===== config.mk =====
export PLATFORM = sky130hd
export DESIGN_NAME = evt_irq_ctrl
export DESIGN_NICKNAME = d
export VERILOG_FILES = /design/src/rtl/evt_irq_pkg.sv /design/src/rtl/evt_irq_src_reg.sv /design/src/rtl/evt_irq_mask_reg.sv /design/src/rtl/evt_irq_out.sv /design/src/rtl/evt_irq_ctrl.sv
export SDC_FILE = /design/constraint.sdc
export NUM_CORES = 1
export LEC_CHECK = 0
export ABC_AREA = 1
export ABC_CLOCK_PERIOD_IN_PS = 800
export BUFFER_PORTS_ARGS = -buffer_cell sky130_fd_sc_hd__buf_2
export CORE_MARGIN = 2
export CORE_UTILIZATION = 49
export CTS_CLUSTER_DIAMETER = 60
export DETAILED_ROUTE_END_ITERATION = 8
export PLACE_DENSITY = 0.81
export SYNTH_ARGS = -nofsm -noshare
export SYNTH_HDL_FRONTEND = slang
export SYNTH_HIERARCHICAL = 1
export SYNTH_SLANG_ARGS = --single-unit

===== constraint.sdc =====
create_clock -name clk -period 0.8 [get_ports clk]
set_input_delay 0.12 -clock clk [delete_from_list [all_inputs] [get_ports clk]]
set_output_delay 0.12 -clock clk [all_outputs]
set_load 0.02 [all_outputs]

===== src/rtl/evt_irq_pkg.sv =====
package evt_irq_pkg;
  typedef enum logic {
    SEL_SRC  = 1'b0,
    SEL_MASK = 1'b1
  } reg_sel_e;
endpackage


===== src/rtl/evt_irq_src_reg.sv =====
module evt_irq_src_reg #(
  parameter int unsigned SRC_W = 8
) (
  input  logic             clk,
  input  logic             rst_n,
  input  logic [SRC_W-1:0] set_i,
  input  logic [SRC_W-1:0] clr_i,
  output logic [SRC_W-1:0] src_o
);
  logic [SRC_W-1:0] src_q;
  logic [SRC_W-1:0] src_d;
  logic [SRC_W-1:0] src_en;

  for (genvar i = 0; i < SRC_W; i++) begin : g_bit
    always_comb begin
      src_en[i] = set_i[i] | clr_i[i];
      src_d[i]  = set_i[i] | (src_q[i] & ~clr_i[i]);
    end

    always_ff @(posedge clk or negedge rst_n) begin
      if (!rst_n) begin
        src_q[i] <= 1'b0;
      end else if (src_en[i]) begin
        src_q[i] <= src_d[i];
      end
    end


    set_wins_chk: assert property (@(posedge clk) disable iff (!rst_n)
      set_i[i] |=> src_q[i]);

    clr_ack_chk: assert property (@(posedge clk) disable iff (!rst_n)
      (clr_i[i] && !set_i[i]) |=> !src_q[i]);

    sticky_chk: assert property (@(posedge clk) disable iff (!rst_n)
      (src_q[i] && !clr_i[i]) |=> src_q[i]);
  end

  assign src_o = src_q;
endmodule


===== src/rtl/evt_irq_mask_reg.sv =====
module evt_irq_mask_reg #(
  parameter int unsigned SRC_W = 8
) (
  input  logic             clk,
  input  logic             rst_n,
  input  logic             wr_i,
  input  logic [SRC_W-1:0] wdata_i,
  output logic [SRC_W-1:0] mask_o
);
  logic [SRC_W-1:0] mask_q;
  logic [SRC_W-1:0] mask_d;

  always_comb begin
    mask_d = mask_q;
    if (wr_i) mask_d = wdata_i;
  end

  always_ff @(posedge clk or negedge rst_n) begin
    if (!rst_n) begin
      mask_q <= '0;
    end else if (wr_i) begin
      mask_q <= mask_d;
    end
  end


  mask_load_chk: assert property (@(posedge clk) disable iff (!rst_n)
    wr_i |=> (mask_q == $past(wdata_i)));

  assign mask_o = mask_q;
endmodule


===== src/rtl/evt_irq_out.sv =====
module evt_irq_out #(
  parameter int unsigned SRC_W = 8
) (
  input  logic             clk,
  input  logic             rst_n,
  input  logic [SRC_W-1:0] src_i,
  input  logic [SRC_W-1:0] mask_i,
  output logic             irq_o
);
  logic irq_q;
  logic irq_d;

  always_comb begin
    irq_d = |(src_i & mask_i);
  end

  always_ff @(posedge clk or negedge rst_n) begin
    if (!rst_n) begin
      irq_q <= 1'b0;
    end else begin
      irq_q <= irq_d;
    end
  end

  assign irq_o = irq_q;
endmodule


===== src/rtl/evt_irq_ctrl.sv =====
module evt_irq_ctrl #(
  parameter int unsigned     SRC_W     = 8,
  parameter logic [SRC_W-1:0] IMPL_BITS = 8'h15
) (
  input  logic             clk,
  input  logic             rst_n,
  input  logic [SRC_W-1:0] evt_set_i,
  input  logic             host_wr_i,
  input  logic             host_sel_i,
  input  logic [SRC_W-1:0] host_wdata_i,
  output logic [SRC_W-1:0] host_rdata_o,
  output logic             irq_o
);
  import evt_irq_pkg::*;

  reg_sel_e         sel;
  logic [SRC_W-1:0] set_v;
  logic [SRC_W-1:0] clr_v;
  logic             mask_wr;
  logic [SRC_W-1:0] src_q;
  logic [SRC_W-1:0] mask_q;

  always_comb begin
    sel     = reg_sel_e'(host_sel_i);
    set_v   = evt_set_i & IMPL_BITS;
    clr_v   = (host_wr_i && sel == SEL_SRC) ? (host_wdata_i & IMPL_BITS) : '0;
    mask_wr = host_wr_i && sel == SEL_MASK;
  end

  evt_irq_src_reg #(.SRC_W(SRC_W)) u_src (
    .clk   (clk),
    .rst_n (rst_n),
    .set_i (set_v),
    .clr_i (clr_v),
    .src_o (src_q)
  );

  evt_irq_mask_reg #(.SRC_W(SRC_W)) u_mask (
    .clk     (clk),
    .rst_n   (rst_n),
    .wr_i    (mask_wr),
    .wdata_i (host_wdata_i),
    .mask_o  (mask_q)
  );

  evt_irq_out #(.SRC_W(SRC_W)) u_out (
    .clk    (clk),
    .rst_n  (rst_n),
    .src_i  (src_q),
    .mask_i (mask_q),
    .irq_o  (irq_o)
  );

  always_comb begin
    host_rdata_o = (sel == SEL_MASK) ? mask_q : src_q;
  end


  undef_zero_chk: assert property (@(posedge clk) disable iff (!rst_n)
    (host_sel_i == 1'b0) |-> ((host_rdata_o & ~IMPL_BITS) == '0));

  unmask_raise_chk: assert property (@(posedge clk) disable iff (!rst_n)
    (mask_wr && (src_q & host_wdata_i) != '0) |=> ##1 irq_o);

  irq_quiet_chk: assert property (@(posedge clk) disable iff (!rst_n)
    ((src_q & mask_q) == '0) |=> !irq_o);
endmodule


Word level (Yosys, flattened, before mapping)
Cells that the tools add are included.
{"block": "classes", "eq_ne": 0, "addsub": 0, "magnitude_cmp": 0, "multipliers": 0, "muxes": 2, "n_shift": 0, "n_reduce_logical": 3, "bitwise_logic": 24, "div": 0}
{"cell": "1-bit bitwise AND", "count": 8}
{"cell": "8-bit bitwise AND", "count": 1}
{"cell": "8-bit two-way mux", "count": 1}
{"cell": "8-bit OR reduction", "count": 1}
{"cell": "1-bit inverter", "count": 6}
{"cell": "1-bit OR", "count": 6}
{"cell": "5-bit two-way mux", "count": 1}
{"cell": "1-bit inverter, first input constant", "count": 3}
{"cell": "1-bit logical AND", "count": 2}
{"block": "word_totals", "ff_bits": 17, "memories": 0, "latchBits": 0, "out_inout_bits": 9, "in_bits": 20, "ram_bits": 0, "mem_bits_ro": 0}

Longest topological paths before layout
{"block": "logic_depth", "word_depth": 6, "mapped_depth": 7}

Modules after synthesis
Netlist, hierarchy kept.
{"module": "evt_irq_src_reg", "cells_per_inst": 40, "n_inst": 1, "area_per_inst_um2": 320.3}
{"module": "evt_irq_mask_reg", "cells_per_inst": 34, "n_inst": 1, "area_per_inst_um2": 305.3}
{"module": "evt_irq_ctrl", "cells_per_inst": 36, "n_inst": 1, "area_per_inst_um2": 165.2}
{"module": "evt_irq_out", "cells_per_inst": 16, "n_inst": 1, "area_per_inst_um2": 81.3}

Least setup slack after synthesis
Ideal clock, no wire load.
{"block": "synth_timing", "path_kind": "input to register", "from": "in host_sel_i", "to": "reg u_mask.mask_q[0] (netlist: u_mask/mask_o[0])", "arrival_ns": 0.607, "path_stages": 7, "setup_ns": 0.116, "setup_slack_ns": 0.077, "t_required_ns": 0.684, "path_cell_list": "buf_6 > nand2_1 > inv_1 > buf_6 > inv_2 > nand2_1 > nand2_1"}
{"block": "synth_between", "elab_chain_len": 1}
{"element": "start: declaration", "line_no": "evt_irq_ctrl.sv:9", "rtl": "input logic host_sel_i,"}
{"element": "1-bit logical AND", "line_no": "evt_irq_ctrl.sv:27", "rtl": "mask_wr = host_wr_i && sel == SEL_MASK;"}
{"element": "named net mask_wr", "line_no": "evt_irq_ctrl.sv:19", "rtl": "logic mask_wr;"}
{"element": "end signal: assignment", "line_no": "evt_irq_mask_reg.sv:22", "rtl": "mask_q <= mask_d;"}
{"element": "end: declaration", "line_no": "evt_irq_mask_reg.sv:10", "rtl": "logic [SRC_W-1:0] mask_q;"}
The timed path passes the listed nets, and every way through them passes these cells.
A chain may end at the register's enable or synchronous reset.

Worst setup path after layout
{"block": "layout_timing", "from": "reg u_src.src_q[1] (netlist: u_src/src_o[1])", "to": "out host_rdata_o[1]"}
{"block": "layout_between", "elab_chain_len": 1}
{"element": "start: declaration", "line_no": "evt_irq_src_reg.sv:10", "rtl": "logic [SRC_W-1:0] src_q;"}
{"element": "start signal: indexed assignment", "line_no": "evt_irq_src_reg.sv:24", "rtl": "src_q[i] <= src_d[i];"}
{"element": "8-bit two-way mux", "line_no": "evt_irq_ctrl.sv:55", "rtl": "host_rdata_o = (sel == SEL_MASK) ? mask_q : src_q;"}
{"element": "end: declaration", "line_no": "evt_irq_ctrl.sv:11", "rtl": "output logic [SRC_W-1:0] host_rdata_o,"}
Every way passes these cells.

==> results.sh <==
export IMPL_status="complete, but fails checks"
export IMPL_violations="setup timing"
export IMPL_die_h_um=46.2
export IMPL_antenna_found_initial=0
export IMPL_n_fill_cell=119
export IMPL_clkLatencyLatePin_ps=280
export IMPL_start_util_pct=51.1
export IMPL_die_w_um=46.2
export IMPL_pre_cts_ws_ps=-79.8
export IMPL_fmax_ghz=0.920
export IMPL_grt_max_degree=18
export IMPL_die_area_sq_um=2130
export IMPL_area_delta_synth_final_pct=53.9
export IMPL_dp_final_hpwl_um=1230
export IMPL_syn_mean_instance_area_sq_um=6.92
export IMPL_finalCriticalPeriod_ps=1090
export IMPL_fp_coreArea_sq_um=1710
export IMPL_cts_path_max_buffers=2
export IMPL_synth_cell_types=10
export IMPL_htreeDepth=1
export IMPL_track_usage_pct=21.4
export IMPL_max_cap_viol_count=0
export IMPL_nets=209
export IMPL_synth_area_sq_um=872
export IMPL_setup_violations=15
export IMPL_yosysWarnings=6
export IMPL_port_buffers=23
export IMPL_post_drt_wl_per_cell_um=9.85
export IMPL_instances_no_fill=213
export IMPL_wl_um=2100
export IMPL_cp_max_fo=2
export IMPL_dp_cells=188
export IMPL_netlist_instances=126
export IMPL_cts_tree="yes"
export IMPL_grt_pass1_vias=873
export IMPL_ys_seq_area_share_pct=48.8
export IMPL_clock_sinks=17
export IMPL_rsz0062_at_grt="yes"
export IMPL_stdcell_area_sq_um=1340
export IMPL_netlist_area_leader_share_pct=48.8
export IMPL_setup_worst_path_start_class="flop"
export IMPL_ant_nets=0
export IMPL_hp_class="in2reg"
export IMPL_num_io_pins=29
export IMPL_cp_data_arrival_time_ps=970
export IMPL_worstPathRequired_ps=680
export IMPL_drtIter0Drc=20
export IMPL_cp_end_kind="output pin"
export IMPL_cts_buffers_inserted=3
export IMPL_grt_pass1_wl_um=3300
export IMPL_skew_ps=4.82
export IMPL_yosys_area_top_type="dfrtp_1"
export IMPL_gr_total_overflow=0
export IMPL_clockRootBuffer="clkbuf_4"
export IMPL_powerDensity_nw_per_um2=1570
export IMPL_hold_viol_final=0
export IMPL_antennaDiodeCount=0
export IMPL_dr_pass1_iters=4
export IMPL_setup_slack_ps=-286
export IMPL_drive_gt1_share_pct=34.6
export IMPL_dpl_cell_area_sq_um=1080
export IMPL_drv_slew=0
export IMPL_rows=15
export IMPL_path_clk_slew_ps=110
export IMPL_vias=914
export IMPL_yosys_top_cells_area="dfrtp_1 (49%), nand2_1 (34%), inv_1 (8.6%), buf_6 (2.6%), nor2_2 (2.2%)"
export IMPL_irDropWorstVdd_uv=1140
export IMPL_period_share_pct=136
export IMPL_synth_seq_cells=17
export IMPL_p_leak_nw=0.783
export IMPL_critPathKind="reg2out"
export IMPL_drc_errors=0
export IMPL_gp_congestion=0.791
export IMPL_viasPerCell=4.29
flip-flops by register name, summed over array words and instances, names as in the netlist:
register / flops
u_src/src_o: 8
u_out/irq_o: 1
u_mask/mask_o: 8
critical path, stage by stage (launching register included):
cell and delay [ps]:
dfrtp_1 390, nand2_1 80, nand2_1 80, buf_6 130
layer usage:
metal | share of wire [%] | global-route usage [%] | wire length (um)
met1 | 39 | 25.5 | 828
met5 | 0 | 0 | 0
met3 | 4.7 | 3.53 | 98
met2 | 54 | 39.4 | 1140
met4 | 1.5 | 5.14 | 32
cell usage after synthesis (all sizes together):
cell and n:
nand2 79, inv 22, dfrtp 17, nor2 5, buf 2, conb 1
power by group:
| group | leakage, nW | internal [mW] | switching, mW |
|---|---|---|---|
| clock network | 0.0177 | 0.185 | 0.275 |
| logic | 0.575 | 0.338 | 0.327 |
| registers | 0.190 | 0.939 | 0.0443 |
| total | 0.783 | 1.46 | 0.647 |
kinds of logic (layout without fill, tap and decap cells):
logic type	count (synthesis)	in the layout	share of synthesized area (%)
simple gates	84	84	37.9
buf+inv	24	77	12.9
flops	17	17	48.8
other cells	1	10	0.430
per-stage QoR:
stage	hold slack, ps	total power, mW	utilization [%]	setup TNS [ps]
detailed placement	62.6	1.44	63.4	-847
CTS	8.63	2.05	75.5	-2230
global route	8.63	2.25	78.6	-3400
finish	7.02	2.11	78.6	-2660
global placement	56.4	1.42	63.4	-492
floorplan	-176	1.28	-	0
cell type report:
cell class | instances | area, sq um | area share (%)
flip-flops and latches | 17 | 425 | 31.7
repair buffers | 51 | 388 | 28.9
multi-input cells | 94 | 380 | 28.3
inverters | 22 | 90.1 | 6.71
well taps | 25 | 31.3 | 2.33
clock buffers | 3 | 22.5 | 1.68
clock inverters | 1 | 5.00 | 0.373
cells in the final DEF (no fill, tap or decap):
master and n:
nand2_4 1, buf_6 10, clkinv_2 1, buf_4 26, nor2_2 3, nand2_2 5, buf_2 14, conb_1 10
inv_8 1, dlygate4sd3_1 1, clkbuf_4 3, nor2_1 2, inv_2 1, dfrtp_1 17, nand2_1 73, inv_1 20
worst paths after layout:
check	startpoint	to	cells after the start	slack (ps)
worst min register to register	u_src/src_o[3]	u_src/src_o[3]	2	510
min in group asynchronous	rst_n	u_src/src_o[6]	2	270
worst max register to register	u_src/src_o[0]	u_out/irq_o	6	-230
worst max-delay path	u_src/src_o[1]	host_rdata_o[1]	3	-290
max in group asynchronous	rst_n	u_mask/mask_o[1]	2	260
worst min-delay path	evt_set_i[4]	u_src/src_o[4]	3	7
repair_timing:
item	in CTS	in global routing
hold buffers	1	0
setup buffers	15	6
gates resized for setup	18	6
endpoints found under the setup margin	10	11
pin swaps	13	8
hold endpoints to repair	17	0
Note: power is estimated with default switching activity, not from simulation.
